$ cat config.mk
export PLATFORM = sky130hd
export DESIGN_NAME = qdac_regbank
export DESIGN_NICKNAME = d
export VERILOG_FILES = /design/src/rtl/qdac_pkg.sv /design/src/rtl/qdac_sel.sv /design/src/rtl/qdac_chan.sv /design/src/rtl/qdac_rdback.sv /design/src/rtl/qdac_regbank.sv
export SDC_FILE = /design/constraint.sdc
export NUM_CORES = 1
export LEC_CHECK = 0
export ABC_AREA = 1
export BUFFER_PORTS_ARGS = -buffer_cell sky130_fd_sc_hd__buf_2
export CAP_MARGIN = 40
export CORE_ASPECT_RATIO = 1.1
export CORE_UTILIZATION = 50
export CTS_CLUSTER_DIAMETER = 150
export DETAILED_ROUTE_END_ITERATION = 7
export GPL_TIMING_DRIVEN = 1
export PLACE_DENSITY = 0.78
export SLEW_MARGIN = 25
export SYNTH_ARGS = -nofsm -noshare
export SYNTH_HDL_FRONTEND = slang
export SYNTH_HIERARCHICAL = 1
export SYNTH_SLANG_ARGS = --single-unit
$ cat constraint.sdc
create_clock -name clk -period 1.06 [get_ports clk]
set_input_delay 0.212 -clock clk [delete_from_list [all_inputs] [get_ports clk]]
set_output_delay 0.212 -clock clk [all_outputs]
set_load 0.01 [all_outputs]
$ cat src/rtl/qdac_pkg.sv
package qdac_pkg;

  typedef enum logic {
    DIR_WRITE = 1'b0,
    DIR_READ  = 1'b1
  } bus_dir_e;

  function automatic logic [31:0] reset_word(input int width, input bit mid);
    logic [31:0] w;
    w = '0;
    if (mid) w[width-1] = 1'b1;
    return w;
  endfunction

endpackage

$ cat src/rtl/qdac_sel.sv
module qdac_sel
  import qdac_pkg::*;
#(
  parameter int NCH = 4,
  parameter int AW  = 2
) (
  input  logic           clk,
  input  logic           rst,
  input  logic           cs_n,
  input  logic           rw,
  input  logic [AW-1:0]  addr,
  output logic [NCH-1:0] wr_en,
  output logic           rd_en
);

  logic access;
  assign access = !rst && !cs_n;
  assign rd_en  = access && (rw == DIR_READ);

  for (genvar i = 0; i < NCH; i++) begin : g_dec
    assign wr_en[i] = access && (rw == DIR_WRITE) && (addr == AW'(i));
  end

  p_single_open_r3: assert property (@(posedge clk) disable iff (rst)
    $onehot0(wr_en));
  p_no_write_on_read_r4: assert property (@(posedge clk) disable iff (rst)
    rd_en |-> (wr_en == '0));

endmodule

$ cat src/rtl/qdac_chan.sv
module qdac_chan #(
  parameter int             DW       = 12,
  parameter logic [DW-1:0]  RST_CODE = '0
) (
  input  logic          clk,
  input  logic          rst,
  input  logic          wr_en,
  input  logic          ld_n,
  input  logic [DW-1:0] din,
  output logic [DW-1:0] stage_q,
  output logic [DW-1:0] code_q
);

  logic [DW-1:0] stage_nxt;
  assign stage_nxt = wr_en ? din : stage_q;

  always_ff @(posedge clk) begin
    if (rst) begin
      stage_q <= RST_CODE;
      code_q  <= RST_CODE;
    end else begin
      stage_q <= stage_nxt;
      if (!ld_n) code_q <= stage_nxt;
    end
  end

  p_write_capture_r1: assert property (@(posedge clk) disable iff (rst)
    wr_en |=> (stage_q == $past(din)));
  p_idle_hold_r3: assert property (@(posedge clk) disable iff (rst)
    !wr_en |=> $stable(stage_q));
  p_load_follow_r6: assert property (@(posedge clk) disable iff (rst)
    !ld_n |=> (code_q == stage_q));
  p_load_hold_r7: assert property (@(posedge clk) disable iff (rst)
    ld_n |=> $stable(code_q));

  logic rst_q;
  always_ff @(posedge clk) rst_q <= rst;

  always @(posedge clk) begin
    if (rst_q) begin
      p_reset_code_r9: assert (stage_q == RST_CODE && code_q == RST_CODE);
    end
  end

endmodule

$ cat src/rtl/qdac_rdback.sv
module qdac_rdback #(
  parameter int DW  = 12,
  parameter int NCH = 4,
  parameter int AW  = 2
) (
  input  logic                    clk,
  input  logic                    rst,
  input  logic                    rd_en,
  input  logic [AW-1:0]           addr,
  input  logic [NCH-1:0][DW-1:0]  stage,
  output logic [DW-1:0]           data_out,
  output logic                    data_oe
);

  always_ff @(posedge clk) begin
    if (rst) begin
      data_oe  <= 1'b0;
      data_out <= '0;
    end else begin
      data_oe <= rd_en;
      if (rd_en) data_out <= stage[addr];
    end
  end

  p_readback_r4: assert property (@(posedge clk) disable iff (rst)
    rd_en |=> (data_oe && data_out == $past(stage[addr])));
  p_oe_idle_r5: assert property (@(posedge clk) disable iff (rst)
    !rd_en |=> !data_oe);

  logic rst_q;
  always_ff @(posedge clk) rst_q <= rst;

  always @(posedge clk) begin
    if (rst_q) begin
      p_oe_reset_r5: assert (!data_oe);
    end
  end

endmodule

$ cat src/rtl/qdac_regbank.sv
module qdac_regbank
  import qdac_pkg::*;
#(
  parameter int DW       = 12,
  parameter int NCH      = 4,
  parameter bit MIDSCALE = 1'b1
) (
  input  logic                          clk,
  input  logic                          rst,
  input  logic                          cs_n,
  input  logic                          rw,
  input  logic [$clog2(NCH)-1:0]        addr,
  input  logic                          ld_n,
  input  logic [DW-1:0]                 data_in,
  output logic [DW-1:0]                 data_out,
  output logic                          data_oe,
  output logic [NCH*DW-1:0]             dac_code
);

  localparam int            AW       = $clog2(NCH);
  localparam logic [31:0]   RST_WORD = reset_word(DW, MIDSCALE);
  localparam logic [DW-1:0] RST_CODE = RST_WORD[DW-1:0];

  logic [NCH-1:0]         wr_en;
  logic                   rd_en;
  logic [NCH-1:0][DW-1:0] stage;
  logic [NCH-1:0][DW-1:0] code;

  qdac_sel #(.NCH(NCH), .AW(AW)) u_sel (
    .clk   (clk),
    .rst   (rst),
    .cs_n  (cs_n),
    .rw    (rw),
    .addr  (addr),
    .wr_en (wr_en),
    .rd_en (rd_en)
  );

  for (genvar i = 0; i < NCH; i++) begin : g_ch
    qdac_chan #(.DW(DW), .RST_CODE(RST_CODE)) u_ch (
      .clk     (clk),
      .rst     (rst),
      .wr_en   (wr_en[i]),
      .ld_n    (ld_n),
      .din     (data_in),
      .stage_q (stage[i]),
      .code_q  (code[i])
    );
    assign dac_code[i*DW +: DW] = code[i];
  end

  qdac_rdback #(.DW(DW), .NCH(NCH), .AW(AW)) u_rd (
    .clk      (clk),
    .rst      (rst),
    .rd_en    (rd_en),
    .addr     (addr),
    .stage    (stage),
    .data_out (data_out),
    .data_oe  (data_oe)
  );

  p_pass_through_r8: assert property (@(posedge clk) disable iff (rst)
    (!ld_n && !cs_n && rw == DIR_WRITE) |=> (code[$past(addr)] == $past(data_in)));

endmodule

==> metrics <==
status finished clean; critical-path maximum fanout 2; CTS H-tree depth 3; Max Cap Viol 0; CP max stage cell dfxtp_2; Min-Delay Path Depth 3; Design Area, Final just under 6000 um2; Final period util 0.988; layout cell share with drive strength beyond 1 0.286; initial core utilization 0.523; crit end category output port; Routed WL ~13 mm; Fin Hold WS approximately 0.19 ns; #FFs+latches synth 109; port bufs just under 80; Area contributors post-synth dfxtp_1 46%, nand2_1 16%, a21oi_1 9.8%, inv_1 8.4%, nand3_1 7.7%; Rows 36; EDFF count, synth 0; DP Area 5270 um2; total power about 0.008 W; via count between 4k and 5k; number of global-route vias before repair approximately 4.0k; Detailed Route Iter0 Violations 246; post-synthesis sequential area ratio 0.463; Mapped Cells about 660; family with the most delay on the worst path flip-flops; initial antenna violation count 0; Mapped Area 4710 um2; final hold vios 0; worst skew pair latency roughly 0.37 ns; Worst-Margin Slew 0.377 ns; final HPWL from detailed placement 8.87 mm; Worst-path clk slew roughly 0.10 ns; per-cell routed wire length around 15 um; maximum clock path buffer count 2; Synth Net Count 681; GRT Total Usage 0.256; fmax around 950 MHz; CP arrival 0.84 ns; Worst VDD drop between 0.7 and 0.8 mV; GRT overflow 0; clock root cell clkbuf_8; diodes inserted 0; Slew headroom 0.748; Tmin final approximately 1.0 ns; width of the die ~95 um; worst r2r dst u_rd/data_out[11]$_SDFFE_PP0P_; CTS tree built; Worst Hold Endpoint g_ch[1].u_ch/stage_q[0]$_SDFF_PP0_; Synth async-reset ratio 0; Worst EP required ~0.85 ns; Inserted Clock Buffers 9; global-route wire length before repair 19.0 mm; Hold Path Origin data_in[0]; fill count between 700 and 800; Setup CP Type register to output port; Synth warnings 6; Main synth FF type dfxtp_1; syn avg cell area a little over 7 um2; largest net degree at the start of global routing between 40 and 50; FF/Latch Area about 2300 um2; Synth top cells by count 198 x nand2_1, 109 x dfxtp_1, 105 x inv_1; Hold Path Class primary input to register; crit path cell chain buf_6; R2R cell count 4; DIE HEIGHT slightly above 100 um; Setup Skew roughly 0.0093 ns; Routed Antenna Nets 0; RSZ-0062 raised after global routing yes; Final nets roughly 770; residual DRC count 0; R2R Path Start g_ch[1].u_ch/stage_q[11]$_SDFF_PP1_; reg-to-reg slack, setup 0.21 ns; Core Area about 9000 um2; gpl congestion ~0.95; top-area cell type share of the netlist area 0.463; count leader, synth nand2_1; io pins 80; fin util 0.655; max incr delay on CP 0.36 ns; area growth from synthesis to layout 25.4%; total die area a little under 10,000 um2; DR pass1 iterations 5; Multi-input gate area roughly 1900 um2; final-report max-slew violation count 0; Netlist cell types 19; crit start category register; clk sinks 109; critical path buffer and inverter count 1; cell taking the most area after synthesis dfxtp_1; via/cell ratio between 5 and 6; Power Density approximately 1400 nW/um2; Final setup viols 0; P_leak approximately 2.8 nW
## per-stage QoR
stage	std cells	worst slack (ns)	TNS [ns]
2_1_floorplan	662	-0.0400	-0.912
6_report	865	0.0127	0
4_1_cts	861	0.000295	0
5_1_grt	865	-0.0259	-0.241
3_5_place_dp	845	-0.319	-23.38
3_3_place_gp	845	-0.305	-21.43
## state kept, by name, indices dropped and copies added (netlist names)
register / cells
g_ch.u_ch/stage_q: 48
u_rd/data_oe: 1
g_ch.u_ch/code_q: 48
u_rd/data_out: 12
## worst max-delay path by stage
stage / cells past startpoint / start / slack (ns) / to
after floorplan: 6 / cs_n / -0.04 / g_ch[2].u_ch/stage_q[11]$_SDFF_PP1_
after global placement: 7 / rst / -0.31 / g_ch[3].u_ch/stage_q[11]$_SDFF_PP1_
after detailed placement: 9 / rst / -0.32 / g_ch[3].u_ch/code_q[1]$_SDFFE_PP0N_
after CTS: 1 / g_ch[0].u_ch/code_q[8]$_SDFFE_PP0N_ / 0.0003 / dac_code[8]
after global routing: 1 / u_rd/data_out[2]$_SDFFE_PP0P_ / -0.03 / data_out[2]
final: 1 / g_ch[0].u_ch/code_q[2]$_SDFFE_PP0N_ / 0.01 / dac_code[2]
## layout make-up
cell class / count / area share
Clock buffer: 10 / 0.0216
Clock inverter: 6 / 0.0119
Inverter: 111 / 0.0719
Multi-Input combinational cell: 408 / 0.318
Sequential cell: 109 / 0.382
Tap cell: 114 / 0.0242
Timing Repair Buffer: 107 / 0.170
## kinds of logic after synthesis
group | count (synthesis) | share of synthesized area
simple gates | 288 | 0.255
buf+inv | 145 | 0.142
compound gates | 120 | 0.139
flops | 109 | 0.463
## layout by cell type (no fill, tap or decap), drive strengths merged
master	synthesis	final
a21o	4	4
dfxtp	109	109
bufinv	0	1
nand2	209	209
buf	33	107
clkinv	0	3
nor2	6	6
nand3	72	72
nor3	1	1
o21ai	12	12
clkbuf	1	10
a21oi	104	104
inv	111	113
## metal layers
metal | share of wire | vias to the layer above | global-route usage
li1 | - | 2230 | -
met1 | 0.42 | 2113 | 0.320
met2 | 0.49 | 157 | 0.421
met3 | 0.056 | 33 | 0.0411
met4 | 0.038 | 0 | 0.131
met5 | 0 | - | 0
## worst reg2reg max path, delay by kind of cell (launching register included)
kind	cells	cell delay (ns)
simple gates	3	0.30
compound gates	1	0.12
flops	1	0.38
## power by group
part	internal (W)	leakage (nW)	switching, W	total, W
clock network	0.00112	0.101	0.00143	0.00255
logic	0.000473	1.81	0.000614	0.00109
registers	0.00426	0.909	0.0000925	0.00435
## repair_timing
| item | 4_1_cts | 5_1_grt |
|---|---|---|
| pin swaps | 0 | 0 |
| endpoints found under the hold margin | 0 | 0 |
| cloned | 0 | 0 |
| buffers inserted | 0 | 4 |
| hold buffers | 0 | 0 |
| gates resized for setup | 22 | 92 |
| endpoints found under the setup margin | 21 | 63 |
Power figures use the tool's default switching activity.
